**config.mk**
```make
export PLATFORM = sky130hd
export DESIGN_NAME = useq_top
export DESIGN_NICKNAME = d
export VERILOG_FILES = /design/src/rtl/useq_pkg.sv /design/src/rtl/useq_cond.sv /design/src/rtl/useq_map.sv /design/src/rtl/useq_top.sv
export SDC_FILE = /design/constraint.sdc
export NUM_CORES = 1
export LEC_CHECK = 0
export CAP_MARGIN = 25
export CORE_AREA = 10 10 48 60
export CTS_BUF_LIST = sky130_fd_sc_hd__clkbuf_4 sky130_fd_sc_hd__clkbuf_8
export DETAILED_ROUTE_END_ITERATION = 7
export DIE_AREA = 0 0 58 70
export HOLD_SLACK_MARGIN = 0.1
export PLACE_DENSITY = 0.82
export RECOVER_POWER = 50
export SLEW_MARGIN = 10
export SYNTH_ARGS = -nofsm -noshare
export SYNTH_HDL_FRONTEND = slang
export SYNTH_SLANG_ARGS = --single-unit
```
**constraint.sdc**
```tcl
create_clock -name clk -period 2 [get_ports clk]
set_input_delay 0.4 -clock clk [delete_from_list [all_inputs] [get_ports clk]]
set_output_delay 0.4 -clock clk [all_outputs]
set_load 0.01 [all_outputs]
```
**src/rtl/useq_pkg.sv**
```systemverilog
package useq_pkg;
  typedef enum logic [1:0] {
    SEQ_INC  = 2'b00,
    SEQ_JMP  = 2'b01,
    SEQ_COND = 2'b10,
    SEQ_DISP = 2'b11
  } seq_mode_e;

  typedef enum logic [1:0] {
    FLG_Z = 2'd0,
    FLG_N = 2'd1,
    FLG_C = 2'd2,
    FLG_V = 2'd3
  } flag_sel_e;
endpackage

```
**src/rtl/useq_cond.sv**
```systemverilog
module useq_cond #(
  parameter int NFLAG = 4,
  localparam int SW = $clog2(NFLAG)
) (
  input  logic [NFLAG-1:0] flags,
  input  logic [SW-1:0]    sel,
  input  logic             invert,
  output logic             cond_true
);
  logic picked;
  always_comb begin
    picked    = flags[sel];
    cond_true = picked ^ invert;
  end
endmodule

```
**src/rtl/useq_map.sv**
```systemverilog
module useq_map #(
  parameter int AW = 8,
  parameter int OW = 4,
  localparam int NENT = 1 << OW,
  parameter logic [NENT*AW-1:0] OPMAP = '0
) (
  input  logic [OW-1:0] opcode,
  output logic [AW-1:0] start_addr
);
  logic [AW-1:0] table_q [NENT];
  for (genvar k = 0; k < NENT; k++) begin : g_ent
    assign table_q[k] = OPMAP[k*AW +: AW];
  end
  assign start_addr = table_q[opcode];
endmodule

```
**src/rtl/useq_top.sv**
```systemverilog
module useq_top
  import useq_pkg::*;
#(
  parameter int AW = 8,
  parameter int OW = 4,
  parameter int NFLAG = 4,
  localparam int NENT = 1 << OW,
  localparam int SW = $clog2(NFLAG),
  parameter logic [NENT*AW-1:0] OPMAP = {
    8'hF0, 8'hE0, 8'hD0, 8'hC0, 8'hB0, 8'hA0, 8'h90, 8'h80,
    8'h70, 8'h60, 8'h50, 8'h40, 8'h30, 8'h20, 8'h10, 8'h08}
) (
  input  logic            clk,
  input  logic            rst,
  input  logic [1:0]      seq_mode,
  input  logic [AW-1:0]   tgt_a,
  input  logic [AW-1:0]   tgt_b,
  input  logic [SW-1:0]   flag_sel,
  input  logic            test_clear,
  input  logic [NFLAG-1:0] flags,
  input  logic [OW-1:0]   opcode,
  output logic [AW-1:0]   car
);
  logic          cond_true;
  logic [AW-1:0] disp_addr;
  logic [AW-1:0] next_addr;
  logic [AW-1:0] car_q;

  useq_cond #(.NFLAG(NFLAG)) u_cond (
    .flags(flags), .sel(flag_sel), .invert(test_clear), .cond_true(cond_true));

  useq_map #(.AW(AW), .OW(OW), .OPMAP(OPMAP)) u_map (
    .opcode(opcode), .start_addr(disp_addr));

  always_comb begin
    unique case (seq_mode_e'(seq_mode))
      SEQ_INC:  next_addr = car_q + AW'(1);
      SEQ_JMP:  next_addr = tgt_a;
      SEQ_COND: next_addr = cond_true ? tgt_a : tgt_b;
      SEQ_DISP: next_addr = disp_addr;
      default:  next_addr = car_q + AW'(1);
    endcase
  end

  always_ff @(posedge clk) begin
    if (rst) car_q <= '0;
    else     car_q <= next_addr;
  end

  assign car = car_q;

  logic past_ok;
  always_ff @(posedge clk) past_ok <= 1'b1;

  assert_reset_zero_R1: assert property (@(posedge clk)
    past_ok && $past(rst) |-> car == '0);
  assert_inc_wrap_R2: assert property (@(posedge clk) disable iff (rst)
    past_ok && !$past(rst) && $past(seq_mode) == 2'b00 |-> car == AW'($past(car) + 1));
  assert_jump_R3: assert property (@(posedge clk) disable iff (rst)
    past_ok && !$past(rst) && $past(seq_mode) == 2'b01 |-> car == $past(tgt_a));
  assert_cond_R4: assert property (@(posedge clk) disable iff (rst)
    past_ok && !$past(rst) && $past(seq_mode) == 2'b10 |->
      car == ((($past(flags) >> $past(flag_sel)) & 1) != {{(NFLAG-1){1'b0}}, $past(test_clear)}
              ? $past(tgt_a) : $past(tgt_b)));
  assert_dispatch_R7: assert property (@(posedge clk) disable iff (rst)
    past_ok && !$past(rst) && $past(seq_mode) == 2'b11 |->
      car == AW'(OPMAP >> ($past(opcode) * AW)));
endmodule

```
==> flow_summary.ini <==
[synthesis]
synthCells = 70
synth_edf_count = 0
synthTopCellsByCount = mux2i_1 (9), dfxtp_1 (8), a21oi_1 (5), nor2_1 (5), xnor2_1 (4)
synth_area_per_cell_um2 = 9.01
synth_top_area_share_pct = 25.4
syn_area_um2 = 631
ys.warnings.count = 0
yosys.cell_types.count = 31
syn-num-nets = 102
yosysTopAreaCell = dfxtp_1
synth_flop_cell = dfxtp_1
ys_async_sr_fraction_pct = 0
synth.ff_latch_count = 8
synth-seq-area-share_pct = 25.4
yosys.cell_count.top_type = mux2i_1
synth_area_leaders = dfxtp_1 (25%), mux2i_1 (14%), xnor2_1 (5.6%), xnor2_4 (4.4%), a21oi_1 (4.0%)

[clocking]
post_cts_resized = 2
cts_tree = done
cts_root_buf = clkbuf_4
clk_latency_ns = 0.26
cts.clk_slew.worst_paths_ns = 0.05
cts_made_buffers = 3
cts_sinks = 8
htree_num_levels = 1
clock_path_buffers = 2
post_cts_buffers = 0
cts_hold_buf = 0

[layout]
antennaDiodeCount = 0
postLayoutCoreUtil_pct = 59.7
nNetsFinal = 149
stdcell_area_um2 = 1100
nFillCells = 176
seq_area_um2 = 160
largest_reg_flops = 8
fin_cells = 135
multi_input_area_um2 = 452
drive_gt1_share_pct = 13.0
area_growth_pct = 74.8

[drt]
num_vias = 747
wl_per_cell_um = 16.1
totalWireLength_um = 2170
dr.pass1.iters = 5
dr.first_iter.drc_count = 34
via_per_inst = 5.53
drcViolationCount = 0
antenna_left = 0

[floorplanning]
die-height_um = 70
rows = 18
start_util_pct = 34.1
io_pins = 39
die-area_um2 = 4060
die_width_um = 58
core_um2 = 1850

[pwr]
irDropWorstVdd_mv = 0.246
p_sw_mw = 0.157
seq_power_share_pct = 34.7
clockPowerShare_pct = 23.8
p_int_mw = 0.381
power-per-cell-area_nw_per_um2 = 488
leakagePower_nw = 0.451
switching_share_pct = 29.1
comb_power_share_pct = 41.5

[place]
io_buffer_count = 38
post-dp-hpwl_um = 1830
place_area_um2 = 1080
gp_congestion = 0.834
placed_cells = 132

[sta]
period_needed_ns = 1.92
hold_viol_final = 0
slew_viol_final = 0
post-route-period-util_pct = 95.9
setup_viol = 0
relSlewSlack_pct = 76.0
fin_worst_skew_ns = 0.000637
rsz0062_at_grt = no
worstMarginPinSlew_ns = 0.359
max_clock_freq_ghz = 0.521

[global_routing]
grt_pass1_wl_um = 3590
grt_usage_pct = 10.7
grt_remaining_overflow = 0
grt_max_degree = 16
antenna_found_initial = 0
grt_pass1_vias = 822

[critical_path]
end_kind = register
critPathLaunch = flags[2]
startpoint_type = primary input
critPathSlowestCell = mux4_2
crit_buf_inv = 2
slowest_delay_ns = 0.52
rrSetupSlack_ns = 0.56
cp.required_ns = 2.14
path_cells = clkdlybuf4s50_1, mux4_2, xnor2_4, buf_6, mux2i_1, o22ai_1
crit_path_max_fanout = 4
path_class = primary input to register
critPathTopFamily = multiplexers
r2r-start = car[3]
arrival_ns = 2.06

[run_status]
status = complete, no violations

[hold_path]
hp-start = car[3]
min_path_type = register to register

[flow_run]
drv_cap = 0
[final timing paths]
check	endpoint	cells past startpoint
min reg2reg	car[3]	2
max reg2reg	car[7]	5
min	car[3]	2
max	car[5]	6
[kinds of logic (layout without fill, tap and decap cells)]
family / count (synthesis) / count (layout) / synth area share, %
AOI/OAI and AO/OA: 20 / 20 / 22.2
muxes: 11 / 11 / 19.6
DFF: 8 / 8 / 25.4
buffers and inverters: 5 / 50 / 2.98
adders and majority gates: 1 / 1 / 1.98
and+or+nand+nor: 18 / 18 / 15.1
xor gates and xnor gates: 7 / 7 / 12.7
[power groups by stage]
| stage | clock network [mW] | logic (mW) | registers [mW] |
|---|---|---|---|
| after floorplan | 0 | 0.0939 | 0.195 |
| after global placement | 0 | 0.219 | 0.190 |
| after detailed placement | 0 | 0.223 | 0.191 |
| after CTS | 0.130 | 0.227 | 0.188 |
| after global routing | 0.133 | 0.241 | 0.190 |
| final | 0.128 | 0.223 | 0.187 |
[cell type report]
class | instances | area share (%)
multi-input combinational | 57 | 41.0
inverter | 2 | 0.681
tap | 20 | 2.27
clock buffer | 3 | 2.04
sequential | 8 | 14.5
timing repair buffer | 45 | 39.5
[per-stage QoR]
stage               hold slack, ns  power, mW  setup WS [ns]  setup TNS [ns]
finish                       0.660      0.538         0.0824               0
global placement             0.632      0.409         -0.216           -1.50
CTS                          0.662      0.545         0.0882               0
detailed placement           0.653      0.414         -0.244           -1.68
global route                 0.705      0.563       0.000530               0
floorplan                    0.570      0.289          0.230               0
[routing by layer]
| metal | part of all wire [%] | global-route usage, % | vias up |
|---|---|---|---|
| li1 | - | - | 357 |
| met3 | 10 | 3.62 | 4 |
| met1 | 35 | 10.1 | 346 |
| met5 | 0 | 0 | - |
| met4 | 1.8 | 6.54 | 0 |
| met2 | 53 | 18.8 | 40 |
[layout by cell type (no fill, tap or decap), drive strengths merged, types with 2 or more instances in the layout]
cell type,count
o22a,2
o32ai,2
o22ai,2
mux2i,9
o21ai,2
inv,2
a211oi,2
xnor2,5
xor2,2
dlygate4sd3,7
buf,7
nand2,3
nor2,5
dfxtp,8
nand2b,2
a21oi,6
clkbuf,3
nand3,2
clkdlybuf4s50,30
[worst reg2reg max path: cells and delay by family, from the launching register on]
| family | cells | cell delay (ns) |
|---|---|---|
| flip-flops | 1 | 0.40 |
| AO/OA/AOI/OAI | 2 | 0.46 |
| AND/OR/NAND/NOR | 2 | 0.36 |
| XOR/XNOR | 1 | 0.17 |
Note: power is estimated with default switching activity, not from simulation.
